$ cat config.mk
export PLATFORM = sky130hd
export DESIGN_NAME = rgm_mul
export DESIGN_NICKNAME = d
export VERILOG_FILES = /design/src/rtl/rgm_pkg.sv /design/src/rtl/rgm_feynman.sv /design/src/rtl/rgm_peres.sv /design/src/rtl/rgm_hng.sv /design/src/rtl/rgm_fanout.sv /design/src/rtl/rgm_ripple.sv /design/src/rtl/rgm_mulnib.sv /design/src/rtl/rgm_mul.sv
export SDC_FILE = /design/constraint.sdc
export NUM_CORES = 1
export LEC_CHECK = 0
export ABC_CLOCK_PERIOD_IN_PS = 21800
export BUFFER_PORTS_ARGS = -buffer_cell sky130_fd_sc_hd__buf_2
export CAP_MARGIN = 20
export CORE_MARGIN = 2
export CORE_UTILIZATION = 45
export DETAILED_ROUTE_END_ITERATION = 12
export PLACE_DENSITY = 0.66
export SYNTH_ARGS = -nofsm -noshare
export SYNTH_HDL_FRONTEND = slang
export SYNTH_SLANG_ARGS = --single-unit
$ cat constraint.sdc
create_clock -name vclk -period 21.8
set_input_delay 1.09 -clock vclk [all_inputs]
set_output_delay 1.09 -clock vclk [all_outputs]
set_load 0.02 [all_outputs]
$ cat src/rtl/rgm_pkg.sv
package rgm_pkg;

   localparam int unsigned RGM_NIB_DEFAULT = 4;

   function automatic int unsigned rgm_op_width(input int unsigned nib);
      return 2 * nib;
   endfunction

   function automatic int unsigned rgm_prod_width(input int unsigned nib);
      return 4 * nib;
   endfunction

endpackage

$ cat src/rtl/rgm_feynman.sv
// Two-line controlled-NOT cell: p follows x, q = x xor y.
module rgm_feynman (
   input  logic x_i,
   input  logic y_i,
   output logic p_o,
   output logic q_o
);
   assign p_o = x_i;
   assign q_o = x_i ^ y_i;
endmodule

$ cat src/rtl/rgm_peres.sv
// Three-line cell: with z tied low, r is the AND of x and y.
module rgm_peres (
   input  logic x_i,
   input  logic y_i,
   input  logic z_i,
   output logic p_o,
   output logic q_o,
   output logic r_o
);
   assign p_o = x_i;
   assign q_o = x_i ^ y_i;
   assign r_o = (x_i & y_i) ^ z_i;
endmodule

$ cat src/rtl/rgm_hng.sv
// Four-line cell: with z tied low, r is the full-adder sum, s the carry.
module rgm_hng (
   input  logic w_i,
   input  logic x_i,
   input  logic y_i,
   input  logic z_i,
   output logic p_o,
   output logic q_o,
   output logic r_o,
   output logic s_o
);
   logic wx_x;
   assign wx_x = w_i ^ x_i;
   assign p_o  = w_i;
   assign q_o  = x_i;
   assign r_o  = wx_x ^ y_i;
   assign s_o  = (wx_x & y_i) ^ ((w_i & x_i) ^ z_i);
endmodule

$ cat src/rtl/rgm_fanout.sv
// Produces COPIES copies of a W-bit vector through chains of copy cells,
// so each source and intermediate wire feeds exactly one cell input.
module rgm_fanout #(
   parameter int unsigned W      = 4,
   parameter int unsigned COPIES = 2
) (
   input  logic [W-1:0]             src_i,
   output logic [COPIES-1:0][W-1:0] copy_o
);
   if (W < 1) begin : g_bad_w
      $error("rgm_fanout: W must be at least 1");
   end
   if (COPIES < 1) begin : g_bad_copies
      $error("rgm_fanout: COPIES must be at least 1");
   end

   for (genvar b = 0; b < W; b++) begin : g_bit
      if (COPIES == 1) begin : g_single
         assign copy_o[0][b] = src_i[b];
      end else begin : g_chain
         logic [COPIES-1:0] chain;
         assign chain[0] = src_i[b];
         for (genvar k = 0; k < COPIES - 1; k++) begin : g_cell
            rgm_feynman u_cp (
               .x_i (chain[k]),
               .y_i (1'b0),
               .p_o (chain[k+1]),
               .q_o (copy_o[k][b])
            );
         end
         assign copy_o[COPIES-1][b] = chain[COPIES-1];
      end
   end
endmodule

$ cat src/rtl/rgm_ripple.sv
// W-bit ripple-carry adder; each stage is one four-line cell with z low.
module rgm_ripple #(
   parameter int unsigned W = 8
) (
   input  logic [W-1:0] a_i,
   input  logic [W-1:0] b_i,
   input  logic         c_i,
   output logic [W-1:0] sum_o,
   output logic         c_o
);
   if (W < 1) begin : g_bad_w
      $error("rgm_ripple: W must be at least 1");
   end

   logic [W:0]   carry;
   logic [W-1:0] stage_unused_p;
   logic [W-1:0] stage_unused_q;

   assign carry[0] = c_i;

   for (genvar k = 0; k < W; k++) begin : g_stage
      rgm_hng u_fa (
         .w_i (a_i[k]),
         .x_i (b_i[k]),
         .y_i (carry[k]),
         .z_i (1'b0),
         .p_o (stage_unused_p[k]),
         .q_o (stage_unused_q[k]),
         .r_o (sum_o[k]),
         .s_o (carry[k+1])
      );
   end

   assign c_o = carry[W];
endmodule

$ cat src/rtl/rgm_mulnib.sv
// N x N unsigned array multiplier: three-line cells form the partial
// products, one N-bit ripple adder per row accumulates them.
module rgm_mulnib #(
   parameter int unsigned N = 4
) (
   input  logic [N-1:0]   a_i,
   input  logic [N-1:0]   b_i,
   output logic [2*N-1:0] p_o
);
   if (N < 2) begin : g_bad_n
      $error("rgm_mulnib: N must be at least 2");
   end

   // a_cp[copy][bit], b_cp[copy][bit]
   logic [N-1:0][N-1:0] a_cp;
   logic [N-1:0][N-1:0] b_cp;

   rgm_fanout #(.W(N), .COPIES(N)) u_fan_a (.src_i(a_i), .copy_o(a_cp));
   rgm_fanout #(.W(N), .COPIES(N)) u_fan_b (.src_i(b_i), .copy_o(b_cp));

   // pp[row i][col j] = a[j] & b[i]; row i takes copy i of a, column j
   // takes copy j of b, so every copy wire is read once.
   logic [N-1:0][N-1:0] pp;
   logic [N-1:0][N-1:0] pp_unused_p;
   logic [N-1:0][N-1:0] pp_unused_q;

   for (genvar i = 0; i < N; i++) begin : g_row_pp
      for (genvar j = 0; j < N; j++) begin : g_col_pp
         rgm_peres u_and (
            .x_i (a_cp[i][j]),
            .y_i (b_cp[j][i]),
            .z_i (1'b0),
            .p_o (pp_unused_p[i][j]),
            .q_o (pp_unused_q[i][j]),
            .r_o (pp[i][j])
         );
      end
   end

   // Row accumulation: each row adds the running sum shifted down by one.
   logic [N-1:0][N-1:0] row_s;
   logic [N-1:0]        row_c;

   assign row_s[0] = pp[0];
   assign row_c[0] = 1'b0;

   for (genvar i = 1; i < N; i++) begin : g_row_add
      rgm_ripple #(.W(N)) u_row (
         .a_i   (pp[i]),
         .b_i   ({row_c[i-1], row_s[i-1][N-1:1]}),
         .c_i   (1'b0),
         .sum_o (row_s[i]),
         .c_o   (row_c[i])
      );
   end

   for (genvar i = 0; i < N; i++) begin : g_low_bits
      assign p_o[i] = row_s[i][0];
   end

   assign p_o[2*N-1:N] = {row_c[N-1], row_s[N-1][N-1:1]};
endmodule

$ cat src/rtl/rgm_mul.sv
// Top: splits each operand into two nibbles, forms four nibble products
// and merges them with three ripple adders of four-line cells.
module rgm_mul #(
   parameter int unsigned NIB_W = rgm_pkg::RGM_NIB_DEFAULT
) (
   input  logic [rgm_pkg::rgm_op_width(NIB_W)-1:0]   opa_i,
   input  logic [rgm_pkg::rgm_op_width(NIB_W)-1:0]   opb_i,
   output logic [rgm_pkg::rgm_prod_width(NIB_W)-1:0] prod_o
);
   localparam int unsigned OP_W = rgm_pkg::rgm_op_width(NIB_W);
   localparam int unsigned SP_W = 2 * NIB_W;

   if (NIB_W < 2) begin : g_bad_nib
      $error("rgm_mul: NIB_W must be at least 2");
   end

   // Two copies of each operand: copy 0 and copy 1 each go to two
   // different nibble multipliers, one nibble apiece.
   logic [1:0][OP_W-1:0] a_cp;
   logic [1:0][OP_W-1:0] b_cp;

   rgm_fanout #(.W(OP_W), .COPIES(2)) u_fan_a (.src_i(opa_i), .copy_o(a_cp));
   rgm_fanout #(.W(OP_W), .COPIES(2)) u_fan_b (.src_i(opb_i), .copy_o(b_cp));

   logic [SP_W-1:0] sp_ll;
   logic [SP_W-1:0] sp_lh;
   logic [SP_W-1:0] sp_hl;
   logic [SP_W-1:0] sp_hh;

   rgm_mulnib #(.N(NIB_W)) u_ll (
      .a_i (a_cp[0][NIB_W-1:0]),
      .b_i (b_cp[0][NIB_W-1:0]),
      .p_o (sp_ll)
   );
   rgm_mulnib #(.N(NIB_W)) u_lh (
      .a_i (a_cp[1][NIB_W-1:0]),
      .b_i (b_cp[0][OP_W-1:NIB_W]),
      .p_o (sp_lh)
   );
   rgm_mulnib #(.N(NIB_W)) u_hl (
      .a_i (a_cp[0][OP_W-1:NIB_W]),
      .b_i (b_cp[1][NIB_W-1:0]),
      .p_o (sp_hl)
   );
   rgm_mulnib #(.N(NIB_W)) u_hh (
      .a_i (a_cp[1][OP_W-1:NIB_W]),
      .b_i (b_cp[1][OP_W-1:NIB_W]),
      .p_o (sp_hh)
   );

   // Sum of the two cross products.
   logic [SP_W-1:0] cross_s;
   logic            cross_c;

   rgm_ripple #(.W(SP_W)) u_add_cross (
      .a_i   (sp_lh),
      .b_i   (sp_hl),
      .c_i   (1'b0),
      .sum_o (cross_s),
      .c_o   (cross_c)
   );

   // Middle span, bits [3N-1:N]: upper half of low-low, lower half of
   // high-high, plus the cross sum.
   logic mid_c;

   rgm_ripple #(.W(SP_W)) u_add_mid (
      .a_i   ({sp_hh[NIB_W-1:0], sp_ll[SP_W-1:NIB_W]}),
      .b_i   (cross_s),
      .c_i   (1'b0),
      .sum_o (prod_o[3*NIB_W-1:NIB_W]),
      .c_o   (mid_c)
   );

   // Top span, bits [4N-1:3N]: upper half of high-high plus both carries.
   logic top_unused_c;

   rgm_ripple #(.W(NIB_W)) u_add_top (
      .a_i   (sp_hh[SP_W-1:NIB_W]),
      .b_i   ({{(NIB_W-1){1'b0}}, cross_c}),
      .c_i   (mid_c),
      .sum_o (prod_o[4*NIB_W-1:3*NIB_W]),
      .c_o   (top_unused_c)
   );

   assign prod_o[NIB_W-1:0] = sp_ll[NIB_W-1:0];
endmodule

==> metrics.txt <==
outcome complete, no violations; VDD IR max between 0.06 and 0.07 mV; Layout Utilization 50.0%; clock share of power 0%; routed len/inst 9.85 µm; vias per inst 4.47; initial antenna violation count 0; Routed WL approximately 2.8 mm; Seq cells 0; vias in the first global route 1439; RSZ-0062 raised after global routing no; HP Class input pin to primary output; nets@finish 320; nature of the critical path startpoint input pin; DRT iter0 DRCs 19; most frequent cells in the layout 71 x inv_1, 47 x fa_1, 37 x and2_1; WP data required slightly above 20 ns; relative slew slack 90.1%; final setup TNS 0 ns; sequential share of the synthesized area 0%; Sequential Area 0 µm²; synthesized area 1940 µm²; synthesized instance count 219; clkbuf count 0; row count 23; drt pass-1 iters 3; Pwr Total 0.146 mW; Die Span Y 69.7 µm; Max-cap violations 0; grt ovf 0; Yosys warning count 0; # diodes 0; Die Footprint 4860 µm²; arrival time worst endpoint 8.05 ns; Starting Density 47.5%; setup repair bufs after CTS 0; # IOs 32; IO Port Bufs 32; # DRC 0; final hold violation count 0; total vias in the final route 1274; Pwr Density 71.6 nW/µm²; Tcrit/Tclk final 41.9%; first-pass GRT wire length approximately 5.7 mm; critical path type input pin to primary output; final setup fails 0; Die X roughly 70 µm; Post-CTS Hold Buffers 0; worst-path fanout max 8; GRT Total Usage 13.7%; internal power about 0.056 mW; worst hold path endpoint prod_o[0]; fmax between 100 and 150 MHz; Synth Area per Inst a little under 9 µm²; switching power 0.0899 mW; Logic pwr share 100.0%; Crit. End Element primary output; Yosys cell types 8; syn_nets 302; Slew Viols, Final 0; largest net degree at the start of global routing 9; layout cell share with drive strength beyond 1 16.2%; Flop pwr share 0%; hold path cells 3; GP Congestion 0.755; Static Leak approximately 1.1 nW; Sw Share 61.4%; most common cell after layout, fill and taps aside inv_1; number of gates resized after cts 0; post-DP HPWL 2.69 mm; Worst Tran Pin Value 0.148 ns; Tmin final 9.14 ns; Hold Path Origin opb_i[0]; Layout area overhead 5.28%; core outline area 4090 µm²; Final ANT Viol Nets 0
==> per-stage QoR <==
step / hold slack, ns / setup WS, ns / area, µm² / std cells
finish: 2.60 / 12.66 / 2040 / 285
global route: 2.62 / 12.26 / 2040 / 285
CTS: 2.60 / 12.61 / 2040 / 285
detailed placement: 2.60 / 12.61 / 2040 / 285
global placement: 2.60 / 12.68 / 2040 / 285
floorplan: 2.40 / 13.04 / 1940 / 219
==> logic make-up after synthesis <==
| kind of cell | after synthesis | share of synthesized area [%] |
|---|---|---|
| adder cells (fa/ha/maj) | 67 | 61.3 |
| AND/OR/NAND/NOR | 64 | 18.3 |
| XOR/XNOR | 1 | 0.451 |
| buffers and inverters | 87 | 19.9 |
==> worst max path at each step <==
stage              from  slack, ns  cells past startpoint          to
2_1_floorplan  opa_i[0]      13.04                     24  prod_o[15]
6_report       opa_i[1]      12.66                     25  prod_o[15]
3_5_place_dp   opa_i[1]      12.61                     25  prod_o[15]
3_3_place_gp   opa_i[1]      12.68                     25  prod_o[15]
4_1_cts        opa_i[1]      12.61                     25  prod_o[15]
5_1_grt        opa_i[0]      12.26                     25  prod_o[15]
==> area by class of cell <==
| type | instances | area, µm² |
|---|---|---|
| timing repair buffer | 32 | 160 |
| fill | 430 | 2040 |
| tap | 50 | 62.6 |
| multi-input combinational | 132 | 1560 |
| inverter | 71 | 267 |
==> power groups by stage <==
| stage | Clock (mW) | Combinational (mW) | Sequential, mW |
|---|---|---|---|
| after floorplan | 0 | 0.146 | 0 |
| after global placement | 0 | 0.151 | 0 |
| after detailed placement | 0 | 0.152 | 0 |
| after CTS | 0 | 0.152 | 0 |
| after global routing | 0 | 0.172 | 0 |
| final | 0 | 0.146 | 0 |
==> layer usage <==
layer | vias to the layer above | GRT usage, % | wire, µm
met2 | 16 | 27.7 | 1460
li1 | 623 | - | -
met1 | 635 | 16.9 | 1260
met4 | 0 | 0 | 0
met5 | - | 0 | 0
met3 | 0 | 0.727 | 86
==> worst max-delay path: stages <==
cell and delay (ns):
buf_2 0.15, and2_1 0.14, ha_1 0.14, inv_1 0.05
fa_1 0.37, fa_1 0.47, fa_1 0.40, inv_1 0.08
fa_1 0.43, fa_1 0.40, inv_1 0.07, fa_1 0.43
fa_1 0.44, fa_1 0.39, fa_1 0.43, fa_1 0.39
fa_1 0.38, fa_1 0.38, fa_1 0.38, fa_1 0.36
inv_1 0.06, ha_1 0.14, ha_1 0.15, xor2_1 0.13
buf_2 0.17
==> cell usage after synthesis <==
master,n,area [µm²]
ha_1,20,250
and2_1,37,231
nand2_1,21,78.8
inv_1,71,267
fa_1,47,941
and2_2,6,45.0
xor2_1,1,8.76
buf_4,16,120
Power figures use the tool's default switching activity.
